## config.mk

```make
export PLATFORM = sky130hd
export DESIGN_NAME = dvma_xlate_top
export DESIGN_NICKNAME = d
export VERILOG_FILES = /design/src/rtl/dvma_pkg.sv /design/src/rtl/dvma_regs.sv /design/src/rtl/dvma_tlb.sv /design/src/rtl/dvma_walk.sv /design/src/rtl/dvma_xlate_top.sv
export SDC_FILE = /design/constraint.sdc
export NUM_CORES = 1
export LEC_CHECK = 0
export ABC_AREA = 1
export BUFFER_PORTS_ARGS = -buffer_cell sky130_fd_sc_hd__buf_4
export CAP_MARGIN = 40
export CORE_UTILIZATION = 50
export DETAILED_ROUTE_END_ITERATION = 10
export GPL_TIMING_DRIVEN = 0
export PLACE_DENSITY_LB_ADDON = 0.15
export SLEW_MARGIN = 20
export SYNTH_ARGS = -nofsm -noshare
export SYNTH_HDL_FRONTEND = slang
export SYNTH_SLANG_ARGS = --single-unit
```

## constraint.sdc

```tcl
create_clock -name clk -period 2.39 [get_ports clk]
set_input_delay 0 -clock clk [delete_from_list [all_inputs] [get_ports clk]]
set_output_delay 0 -clock clk [all_outputs]
set_load 0.02 [all_outputs]
```

## src/rtl/dvma_pkg.sv

```systemverilog
`timescale 1ns/1ps
package dvma_pkg;

  localparam int VA_W         = 32;
  localparam int PG_W         = 12;
  localparam int VPN_W        = VA_W - PG_W;
  localparam int PPN_W        = 24;
  localparam int PA_W         = PPN_W + PG_W;
  localparam int RANGE_W      = 3;
  localparam int TBASE_W      = 28;
  localparam int WIN_MIN_LOG2 = 24;

  // table entry bit positions
  localparam int PTE_VLD_BIT  = 1;
  localparam int PTE_WR_BIT   = 2;
  localparam int PTE_C_BIT    = 7;
  localparam int PTE_PPN_LSB  = 8;

  // control register bit positions
  localparam int CTL_EN_BIT   = 0;
  localparam int CTL_RNG_LSB  = 2;

  typedef enum logic [1:0] {
    RA_CTRL      = 2'd0,
    RA_TBASE     = 2'd1,
    RA_FLUSH_PG  = 2'd2,
    RA_FLUSH_ALL = 2'd3
  } reg_addr_e;

  typedef struct packed {
    logic [PPN_W-1:0] ppn;
    logic             wr_ok;
    logic             cache;
    logic             vld;
  } pte_t;

  typedef struct packed {
    logic             vld;
    logic [VPN_W-1:0] vpn;
    logic [PPN_W-1:0] ppn;
    logic             wr_ok;
    logic             cache;
  } tlb_ent_t;

  function automatic pte_t decode_pte(input logic [31:0] d);
    pte_t p;
    p.ppn   = d[PTE_PPN_LSB +: PPN_W];
    p.wr_ok = d[PTE_WR_BIT];
    p.cache = d[PTE_C_BIT];
    p.vld   = d[PTE_VLD_BIT];
    return p;
  endfunction

  // window covers the top 2^(24+rng) bytes: all bits above that are ones
  function automatic logic in_window(input logic [VA_W-1:0] a,
                                     input logic [RANGE_W-1:0] rng);
    logic [VA_W-1:0] upper;
    upper = (~a) >> (6'(WIN_MIN_LOG2) + 6'(rng));
    return upper == '0;
  endfunction

  // entry address: table base plus four bytes per page of window offset
  function automatic logic [31:0] pte_addr(input logic [TBASE_W-1:0] tb,
                                           input logic [VA_W-1:0] a,
                                           input logic [RANGE_W-1:0] rng);
    logic [VPN_W-1:0] keep;
    logic [VPN_W-1:0] idx;
    keep = ~({VPN_W{1'b1}} << (5'(WIN_MIN_LOG2 - PG_W) + 5'(rng)));
    idx  = a[VA_W-1:PG_W] & keep;
    return {tb, 4'b0000} + {10'b0, idx, 2'b00};
  endfunction

endpackage

```

## src/rtl/dvma_regs.sv

```systemverilog
`timescale 1ns/1ps
module dvma_regs
  import dvma_pkg::*;
#(
  parameter logic [3:0] VER_CODE  = 4'h2,
  parameter logic [3:0] IMPL_CODE = 4'h5
) (
  input  logic               clk,
  input  logic               rst_n,
  input  logic               wr_en,
  input  logic [1:0]         addr,
  input  logic [31:0]        wdata,
  output logic [31:0]        rdata,
  output logic               en_o,
  output logic [RANGE_W-1:0] rng_o,
  output logic [TBASE_W-1:0] tbase_o,
  output logic               inv_all_o,
  output logic               inv_page_o,
  output logic [VPN_W-1:0]   inv_vpn_o
);

  logic               en_q;
  logic [RANGE_W-1:0] rng_q;
  logic [TBASE_W-1:0] tbase_q;
  logic [RANGE_W-1:0] new_rng;

  assign new_rng = wdata[CTL_RNG_LSB +: RANGE_W];

  always_ff @(posedge clk) begin
    if (!rst_n) begin
      en_q    <= 1'b0;
      rng_q   <= '0;
      tbase_q <= '0;
    end else if (wr_en) begin
      if (addr == RA_CTRL) begin
        en_q  <= wdata[CTL_EN_BIT];
        rng_q <= new_rng;
      end
      if (addr == RA_TBASE) tbase_q <= wdata[TBASE_W-1:0];
    end
  end

  always_comb begin
    rdata = '0;
    case (addr)
      RA_CTRL: begin
        rdata[31:28]                     = IMPL_CODE;
        rdata[27:24]                     = VER_CODE;
        rdata[CTL_RNG_LSB +: RANGE_W]    = rng_q;
        rdata[CTL_EN_BIT]                = en_q;
      end
      RA_TBASE: rdata[TBASE_W-1:0] = tbase_q;
      default:  rdata = '0;
    endcase
  end

  assign inv_all_o  = wr_en && ((addr == RA_FLUSH_ALL) || (addr == RA_TBASE) ||
                                ((addr == RA_CTRL) && (new_rng != rng_q)));
  assign inv_page_o = wr_en && (addr == RA_FLUSH_PG);
  assign inv_vpn_o  = wdata[VA_W-1:PG_W];
  assign en_o       = en_q;
  assign rng_o      = rng_q;
  assign tbase_o    = tbase_q;

endmodule

```

## src/rtl/dvma_tlb.sv

```systemverilog
`timescale 1ns/1ps
module dvma_tlb
  import dvma_pkg::*;
#(
  parameter int WAYS = 4
) (
  input  logic             clk,
  input  logic             rst_n,
  input  logic [VPN_W-1:0] look_vpn,
  input  logic             inv_all,
  input  logic             inv_page,
  input  logic [VPN_W-1:0] inv_vpn,
  input  logic             fill_en,
  input  logic [VPN_W-1:0] fill_vpn,
  input  logic [PPN_W-1:0] fill_ppn,
  input  logic             fill_w,
  input  logic             fill_c,
  output logic [WAYS-1:0]  hit_vec,
  output logic [WAYS-1:0]  vld_vec,
  output logic             hit,
  output logic [PPN_W-1:0] hit_ppn,
  output logic             hit_w,
  output logic             hit_c
);

  localparam int PTR_W = (WAYS > 1) ? $clog2(WAYS) : 1;

  logic [PTR_W-1:0]            ptr_q;
  logic [WAYS-1:0][PPN_W-1:0]  way_ppn;
  logic [WAYS-1:0]             way_w;
  logic [WAYS-1:0]             way_c;

  for (genvar g = 0; g < WAYS; g++) begin : g_way
    tlb_ent_t e_q;
    always_ff @(posedge clk) begin
      if (!rst_n) begin
        e_q <= '0;
      end else if (inv_all || (inv_page && (e_q.vpn == inv_vpn))) begin
        e_q.vld <= 1'b0;
      end else if (fill_en && (ptr_q == PTR_W'(g))) begin
        e_q.vld   <= 1'b1;
        e_q.vpn   <= fill_vpn;
        e_q.ppn   <= fill_ppn;
        e_q.wr_ok <= fill_w;
        e_q.cache <= fill_c;
      end
    end
    assign hit_vec[g] = e_q.vld && (e_q.vpn == look_vpn);
    assign vld_vec[g] = e_q.vld;
    assign way_ppn[g] = e_q.ppn;
    assign way_w[g]   = e_q.wr_ok;
    assign way_c[g]   = e_q.cache;
  end

  always_comb begin
    hit_ppn = '0;
    hit_w   = 1'b0;
    hit_c   = 1'b0;
    for (int i = 0; i < WAYS; i++) begin
      if (hit_vec[i]) begin
        hit_ppn = hit_ppn | way_ppn[i];
        hit_w   = hit_w | way_w[i];
        hit_c   = hit_c | way_c[i];
      end
    end
  end

  assign hit = |hit_vec;

  always_ff @(posedge clk) begin
    if (!rst_n)       ptr_q <= '0;
    else if (fill_en) ptr_q <= (ptr_q == PTR_W'(WAYS - 1)) ? '0 : ptr_q + 1'b1;
  end

endmodule

```

## src/rtl/dvma_walk.sv

```systemverilog
`timescale 1ns/1ps
module dvma_walk
  import dvma_pkg::*;
(
  input  logic               clk,
  input  logic               rst_n,
  input  logic               req_valid,
  input  logic [VA_W-1:0]    req_addr,
  input  logic               req_write,
  output logic               req_ready,
  output logic               resp_valid,
  output logic               resp_fault,
  output logic [PA_W-1:0]    resp_paddr,
  output logic               resp_cache,
  output logic               mem_req,
  output logic [31:0]        mem_addr,
  input  logic               mem_rvalid,
  input  logic [31:0]        mem_rdata,
  input  logic               en,
  input  logic [RANGE_W-1:0] rng,
  input  logic [TBASE_W-1:0] tbase,
  input  logic               hit,
  input  logic [PPN_W-1:0]   hit_ppn,
  input  logic               hit_w,
  input  logic               hit_c,
  input  logic               inv_any,
  output logic               fill_en,
  output logic [VPN_W-1:0]   fill_vpn,
  output logic [PPN_W-1:0]   fill_ppn,
  output logic               fill_w,
  output logic               fill_c,
  output logic               acc_evt,
  output logic               ret_evt
);

  typedef enum logic {ST_IDLE, ST_WAIT} st_e;

  st_e              st_q;
  logic [VA_W-1:0]  pend_addr_q;
  logic             pend_wr_q;
  logic             drop_q;
  logic             win_ok;
  logic             need_walk;
  pte_t             fetched;
  logic             r_fault;
  logic [PA_W-1:0]  r_pa;
  logic             r_c;
  logic             resp_valid_q, resp_fault_q, resp_cache_q, mem_req_q;
  logic [PA_W-1:0]  resp_pa_q;
  logic [31:0]      mem_addr_q;

  assign fetched   = decode_pte(mem_rdata);
  assign req_ready = (st_q == ST_IDLE);
  assign acc_evt   = req_valid && req_ready;
  assign ret_evt   = (st_q == ST_WAIT) && mem_rvalid;
  assign win_ok    = in_window(req_addr, rng);
  assign need_walk = acc_evt && en && win_ok && !hit;

  assign fill_en   = ret_evt && fetched.vld && !drop_q && !inv_any;
  assign fill_vpn  = pend_addr_q[VA_W-1:PG_W];
  assign fill_ppn  = fetched.ppn;
  assign fill_w    = fetched.wr_ok;
  assign fill_c    = fetched.cache;

  always_comb begin
    r_fault = 1'b0;
    r_pa    = '0;
    r_c     = 1'b0;
    if (ret_evt) begin
      if (!fetched.vld || (pend_wr_q && !fetched.wr_ok)) r_fault = 1'b1;
      else begin
        r_pa = {fetched.ppn, pend_addr_q[PG_W-1:0]};
        r_c  = fetched.cache;
      end
    end else if (!en) begin
      r_pa = {{(PA_W-VA_W){1'b0}}, req_addr};
    end else if (!win_ok || (req_write && !hit_w)) begin
      r_fault = 1'b1;
    end else begin
      r_pa = {hit_ppn, req_addr[PG_W-1:0]};
      r_c  = hit_c;
    end
  end

  always_ff @(posedge clk) begin
    if (!rst_n) begin
      st_q         <= ST_IDLE;
      pend_addr_q  <= '0;
      pend_wr_q    <= 1'b0;
      drop_q       <= 1'b0;
      resp_valid_q <= 1'b0;
      resp_fault_q <= 1'b0;
      resp_pa_q    <= '0;
      resp_cache_q <= 1'b0;
      mem_req_q    <= 1'b0;
      mem_addr_q   <= '0;
    end else begin
      resp_valid_q <= ret_evt || (acc_evt && !need_walk);
      mem_req_q    <= need_walk;
      if (ret_evt || acc_evt) begin
        resp_fault_q <= r_fault;
        resp_pa_q    <= r_pa;
        resp_cache_q <= r_c;
      end
      if (need_walk) begin
        st_q        <= ST_WAIT;
        pend_addr_q <= req_addr;
        pend_wr_q   <= req_write;
        drop_q      <= 1'b0;
        mem_addr_q  <= pte_addr(tbase, req_addr, rng);
      end else if (ret_evt) begin
        st_q <= ST_IDLE;
      end else if ((st_q == ST_WAIT) && inv_any) begin
        drop_q <= 1'b1;
      end
    end
  end

  assign resp_valid = resp_valid_q;
  assign resp_fault = resp_fault_q;
  assign resp_paddr = resp_pa_q;
  assign resp_cache = resp_cache_q;
  assign mem_req    = mem_req_q;
  assign mem_addr   = mem_addr_q;

endmodule

```

## src/rtl/dvma_xlate_top.sv

```systemverilog
`timescale 1ns/1ps
module dvma_xlate_top
  import dvma_pkg::*;
#(
  parameter int         WAYS      = 4,
  parameter logic [3:0] VER_CODE  = 4'h2,
  parameter logic [3:0] IMPL_CODE = 4'h5
) (
  input  logic        clk,
  input  logic        rst_n,
  input  logic        reg_wr,
  input  logic [1:0]  reg_addr,
  input  logic [31:0] reg_wdata,
  output logic [31:0] reg_rdata,
  input  logic        req_valid,
  input  logic [31:0] req_addr,
  input  logic        req_write,
  output logic        req_ready,
  output logic        resp_valid,
  output logic        resp_fault,
  output logic [35:0] resp_paddr,
  output logic        resp_cache,
  output logic        mem_req,
  output logic [31:0] mem_addr,
  input  logic        mem_rvalid,
  input  logic [31:0] mem_rdata
);

  logic               en;
  logic [RANGE_W-1:0] rng;
  logic [TBASE_W-1:0] tbase;
  logic               inv_all, inv_page, inv_any;
  logic [VPN_W-1:0]   inv_vpn;
  logic [WAYS-1:0]    hit_vec, vld_vec;
  logic               hit, hit_w, hit_c;
  logic [PPN_W-1:0]   hit_ppn;
  logic               fill_en, fill_w, fill_c;
  logic [VPN_W-1:0]   fill_vpn;
  logic [PPN_W-1:0]   fill_ppn;
  logic               acc_evt, ret_evt;

  assign inv_any = inv_all || inv_page;

  dvma_regs #(.VER_CODE(VER_CODE), .IMPL_CODE(IMPL_CODE)) u_regs (
    .clk(clk), .rst_n(rst_n), .wr_en(reg_wr), .addr(reg_addr), .wdata(reg_wdata),
    .rdata(reg_rdata), .en_o(en), .rng_o(rng), .tbase_o(tbase),
    .inv_all_o(inv_all), .inv_page_o(inv_page), .inv_vpn_o(inv_vpn)
  );

  dvma_tlb #(.WAYS(WAYS)) u_tlb (
    .clk(clk), .rst_n(rst_n), .look_vpn(req_addr[VA_W-1:PG_W]),
    .inv_all(inv_all), .inv_page(inv_page), .inv_vpn(inv_vpn),
    .fill_en(fill_en), .fill_vpn(fill_vpn), .fill_ppn(fill_ppn),
    .fill_w(fill_w), .fill_c(fill_c), .hit_vec(hit_vec), .vld_vec(vld_vec),
    .hit(hit), .hit_ppn(hit_ppn), .hit_w(hit_w), .hit_c(hit_c)
  );

  dvma_walk u_walk (
    .clk(clk), .rst_n(rst_n), .req_valid(req_valid), .req_addr(req_addr),
    .req_write(req_write), .req_ready(req_ready), .resp_valid(resp_valid),
    .resp_fault(resp_fault), .resp_paddr(resp_paddr), .resp_cache(resp_cache),
    .mem_req(mem_req), .mem_addr(mem_addr), .mem_rvalid(mem_rvalid),
    .mem_rdata(mem_rdata), .en(en), .rng(rng), .tbase(tbase), .hit(hit),
    .hit_ppn(hit_ppn), .hit_w(hit_w), .hit_c(hit_c), .inv_any(inv_any),
    .fill_en(fill_en), .fill_vpn(fill_vpn), .fill_ppn(fill_ppn),
    .fill_w(fill_w), .fill_c(fill_c), .acc_evt(acc_evt), .ret_evt(ret_evt)
  );

endmodule

```

==> impl_results.md <==
- Max Clk Rate: 426.5 MHz
- Minimum clock period: 2.345 ns
- Die height: 187 um
- Final-stage net count: 3,063
- Reg clk slew, reported paths: 0.06 ns
- Drt pass-1 iters: 6
- #FFs+latches synth: 327
- CP max-delay cell: dfxtp_4
- Leakage: 9.045 nW
- RSZ-0062 raised after global routing: yes
- YS warnings: 0
- R2R depth: 9
- Final Cell Area: 21,600 um2
- Clk Latency, worst-skew pair: 0.58 ns
- Final core occ: 64.24%
- Tightest Pin Transition: 0.8400 ns
- Grt total ovfl: 0
- Pwr Density: 607.8 nW/um2
- CP cell instances: xnor2_1, nand3_1, nand2_1, a21oi_4, nor2_4, nand3_2, clkbuf_2, buf_2, a21oi_1
- Ports: 209
- Ratio of cells with drive above 1 in the final layout: 13.63%
- Levels on crit path: 9
- CTS Root Cell: clkbuf_16
- Synth Area in Compound Gates: 18.72%
- Synth unique cells: 42
- Commonest non-fill, non-tap cells in the layout: nand2_1 (601), dfxtp_1 (322), nor2_1 (292)
- Hold WC Path Type: primary input to flop
- Largest net degree at the start of global routing: 13
- CP peak stage delay: 0.38 ns
- Worst path top cell family by delay: simple AND/OR/NAND/NOR gates
- Area leader, netlist: dfxtp_1
- Adder-cell share of the synthesized area: 1.652%
- Final hold violations: 0
- Iteration-0 DRC count of the detailed router: 2,092
- Post-synth EDFFs: 0
- WP buf/inv: 2
- Synth Cell Area: 17,110 um2
- Main combinational cell family by area after synthesis: simple AND/OR/NAND/NOR gates
- CTS max path bufs: 3
- Filler cells: 3,070
- Final WL: 73,120 um
- Fin cells: 3,413
- Vias: 19,528
- Critical path arrival: 2.83 ns
- Crit end category: flop
- Routed WL per cell: 21.42 um
- Initial core utilization: 50.91%
- Cells after DPL: 3,249
- Post-synthesis instance total: 2,608
- Xor and xnor area share after synthesis: 4.043%
- All-Layer GR Usage: 41.02%
- Routability Congestion: 1.010
- Post-DP HPWL: 55,620 um
- Routed Antenna Nets: 0
- Number of buffers created by CTS: 38
- Hold Crit Depth: 3
- Simple-Gate Fraction of Synth Area: 27.06%
- Slew Limit Fails: 0
- Mapped Avg Cell Area: 6.562 um2
- Crit start category: flop
- Outcome: finished, final reports clean
- # rows: 67
- Initial antenna violation count: 1
- CP Class: flop to flop
- Setup violators final: 0
- Setup Skew: 0.02380 ns
- Top post-synthesis cells by area: dfxtp_1 (38%), nand2_1 (13%), a21oi_1 (8.0%)
- Die area: 34,970 um2
- Sink Count: 327
- Multiplexer share of the synthesized area: 0%
- Fin crit share: 98.11%
- Core Footprint: 33,620 um2
- Placed Area: 19,110 um2
- Slew Limit Headroom: 44.00%
- Register area share after synthesis: 38.25%
- Synth async-reset ratio: 0%
- DR vias/cell: 5.722
- CP required: 2.87 ns
- Vias in the first global route: 18,507
- DRC violations left: 0
- Most common cell after layout, fill and taps aside: nand2_1
- Number of port buffers: 189
- H-Tree Depth: 2
- CP max FO: 10
- Top FF cell, synth: dfxtp_1
- CTS tree: done
- Die X: 187 um
- Peak VDD IR: 0.5854 mV
- Max_cap viols: 0
- Area growth, synth to finish: 26.20%
- Top cell type's share of synthesized area: 38.25%
- First-pass GRT wire length: 109,200 um
final cells by class:
class	instances	area, um2	share of cell area (%)
multi-input cells	1840	9054	41.92
clock inverters	13	165.2	0.7648
repair buffers	286	2369	10.97
inverters	304	1145	5.301
clock buffers	54	1071	4.959
plain buffers	140	671.9	3.111
well taps	448	560.5	2.596
flip-flops and latches	327	6558	30.37
diodes	1	2.502	0.01159
synth_stat cells, types with 2 or more instances:
library cell and number:
nand2_1 608, dfxtp_1 327, nor2_1 304, inv_1 281
a21oi_1 275, o21ai_0 237, nand3_1 93, clkbuf_1 83
nand4_1 49, xor2_1 45, o211ai_1 41, o21ai_1 40
buf_2 36, nor3_1 34, xnor2_1 34, ha_1 21
inv_2 20, buf_1 10, buf_4 9, nand3b_1 9
nor2_2 7, nor4_1 6, a32oi_1 5, nand2_2 4
o22ai_1 4, a31oi_1 3, clkinv_1 3, or2_2 3
a21o_1 2, nand3_2 2, nor2_4 2
worst paths after layout:
kind         slack (ns)                                start                             endpoint
max reg2reg        0.05         u_regs.rng_o[1]$_SDFFE_PN0P_   u_tlb.g_way[2].e_q[7]$_SDFFE_PN0P_
min                0.04                        reg_wdata[19]      u_regs.tbase_o[19]$_SDFFE_PN0P_
min reg2reg        0.45  u_tlb.g_way[1].e_q[25]$_SDFFE_PN0P_  u_tlb.g_way[1].e_q[25]$_SDFFE_PN0P_
max                0.05         u_regs.rng_o[1]$_SDFFE_PN0P_   u_tlb.g_way[2].e_q[7]$_SDFFE_PN0P_
metrics by stage:
step | setup slack [ns] | setup TNS (ns) | hold slack (ns) | total power, mW
6_report | 0.04509 | 0 | 0.04221 | 13.13
5_1_grt | -0.02351 | -0.1239 | 0.03908 | 13.41
4_1_cts | -0.008118 | -0.008118 | 0.001238 | 13.01
3_5_place_dp | -0.4412 | -51.00 | 0.2062 | 7.053
3_3_place_gp | -0.4005 | -49.69 | 0.2013 | 7.045
2_1_floorplan | 0.4189 | 0 | 0.07686 | 6.408
power by group:
part | leakage [nW] | switching, mW | internal [mW] | total, mW
registers | 2.65 | 0.0558 | 5.52 | 5.57
clock network | 0.606 | 2.52 | 3.46 | 5.98
logic | 5.79 | 1.01 | 0.561 | 1.57
layer usage:
layer	vias to the layer above	GRT usage, %	wire length [um]
met5	-	0	0
met4	0	18.47	3349
met3	204	8.386	7504
met2	1112	65.17	32410
met1	9138	53.65	29860
li1	9074	-	-
what timing repair did:
action                                  in CTS  in global routing
endpoints found under the hold margin      210                  0
pin swaps                                    4                 11
endpoints found under the setup margin     291                258
resized for setup                           29                 76
hold buffers                                87                  0
buffers inserted                             5                  4
gates cloned                                 0                  0
cells by family (layout without fill, tap and decap cells):
logic type      after synthesis  count (layout)
compound gates              611             611
xor+xnor                     79              79
fa+ha+maj                    22              22
buf+inv                     444             797
flops                       327             327
other cells                   1               5
simple gates               1124            1124
state kept, by name, summed over array words and instances, names as in the netlist:
register / cells
u_regs.en_o: 1
u_regs.rng_o: 3
u_regs.tbase_o: 28
u_tlb.g_way.e_q: 184
u_tlb.ptr_q: 2
u_tlb.vld_vec: 4
u_walk.drop_q: 1
u_walk.mem_addr: 30
u_walk.mem_req: 1
u_walk.pend_addr_q: 32
u_walk.pend_wr_q: 1
u_walk.resp_cache: 1
u_walk.resp_fault: 1
u_walk.resp_paddr: 36
u_walk.resp_valid: 1
u_walk.st_q: 1
worst min-delay path: stages:
cell	delay, ns
clkbuf_1	0.27
o21ai_0	0.24
a21oi_1	0.05
Power figures use the tool's default switching activity.
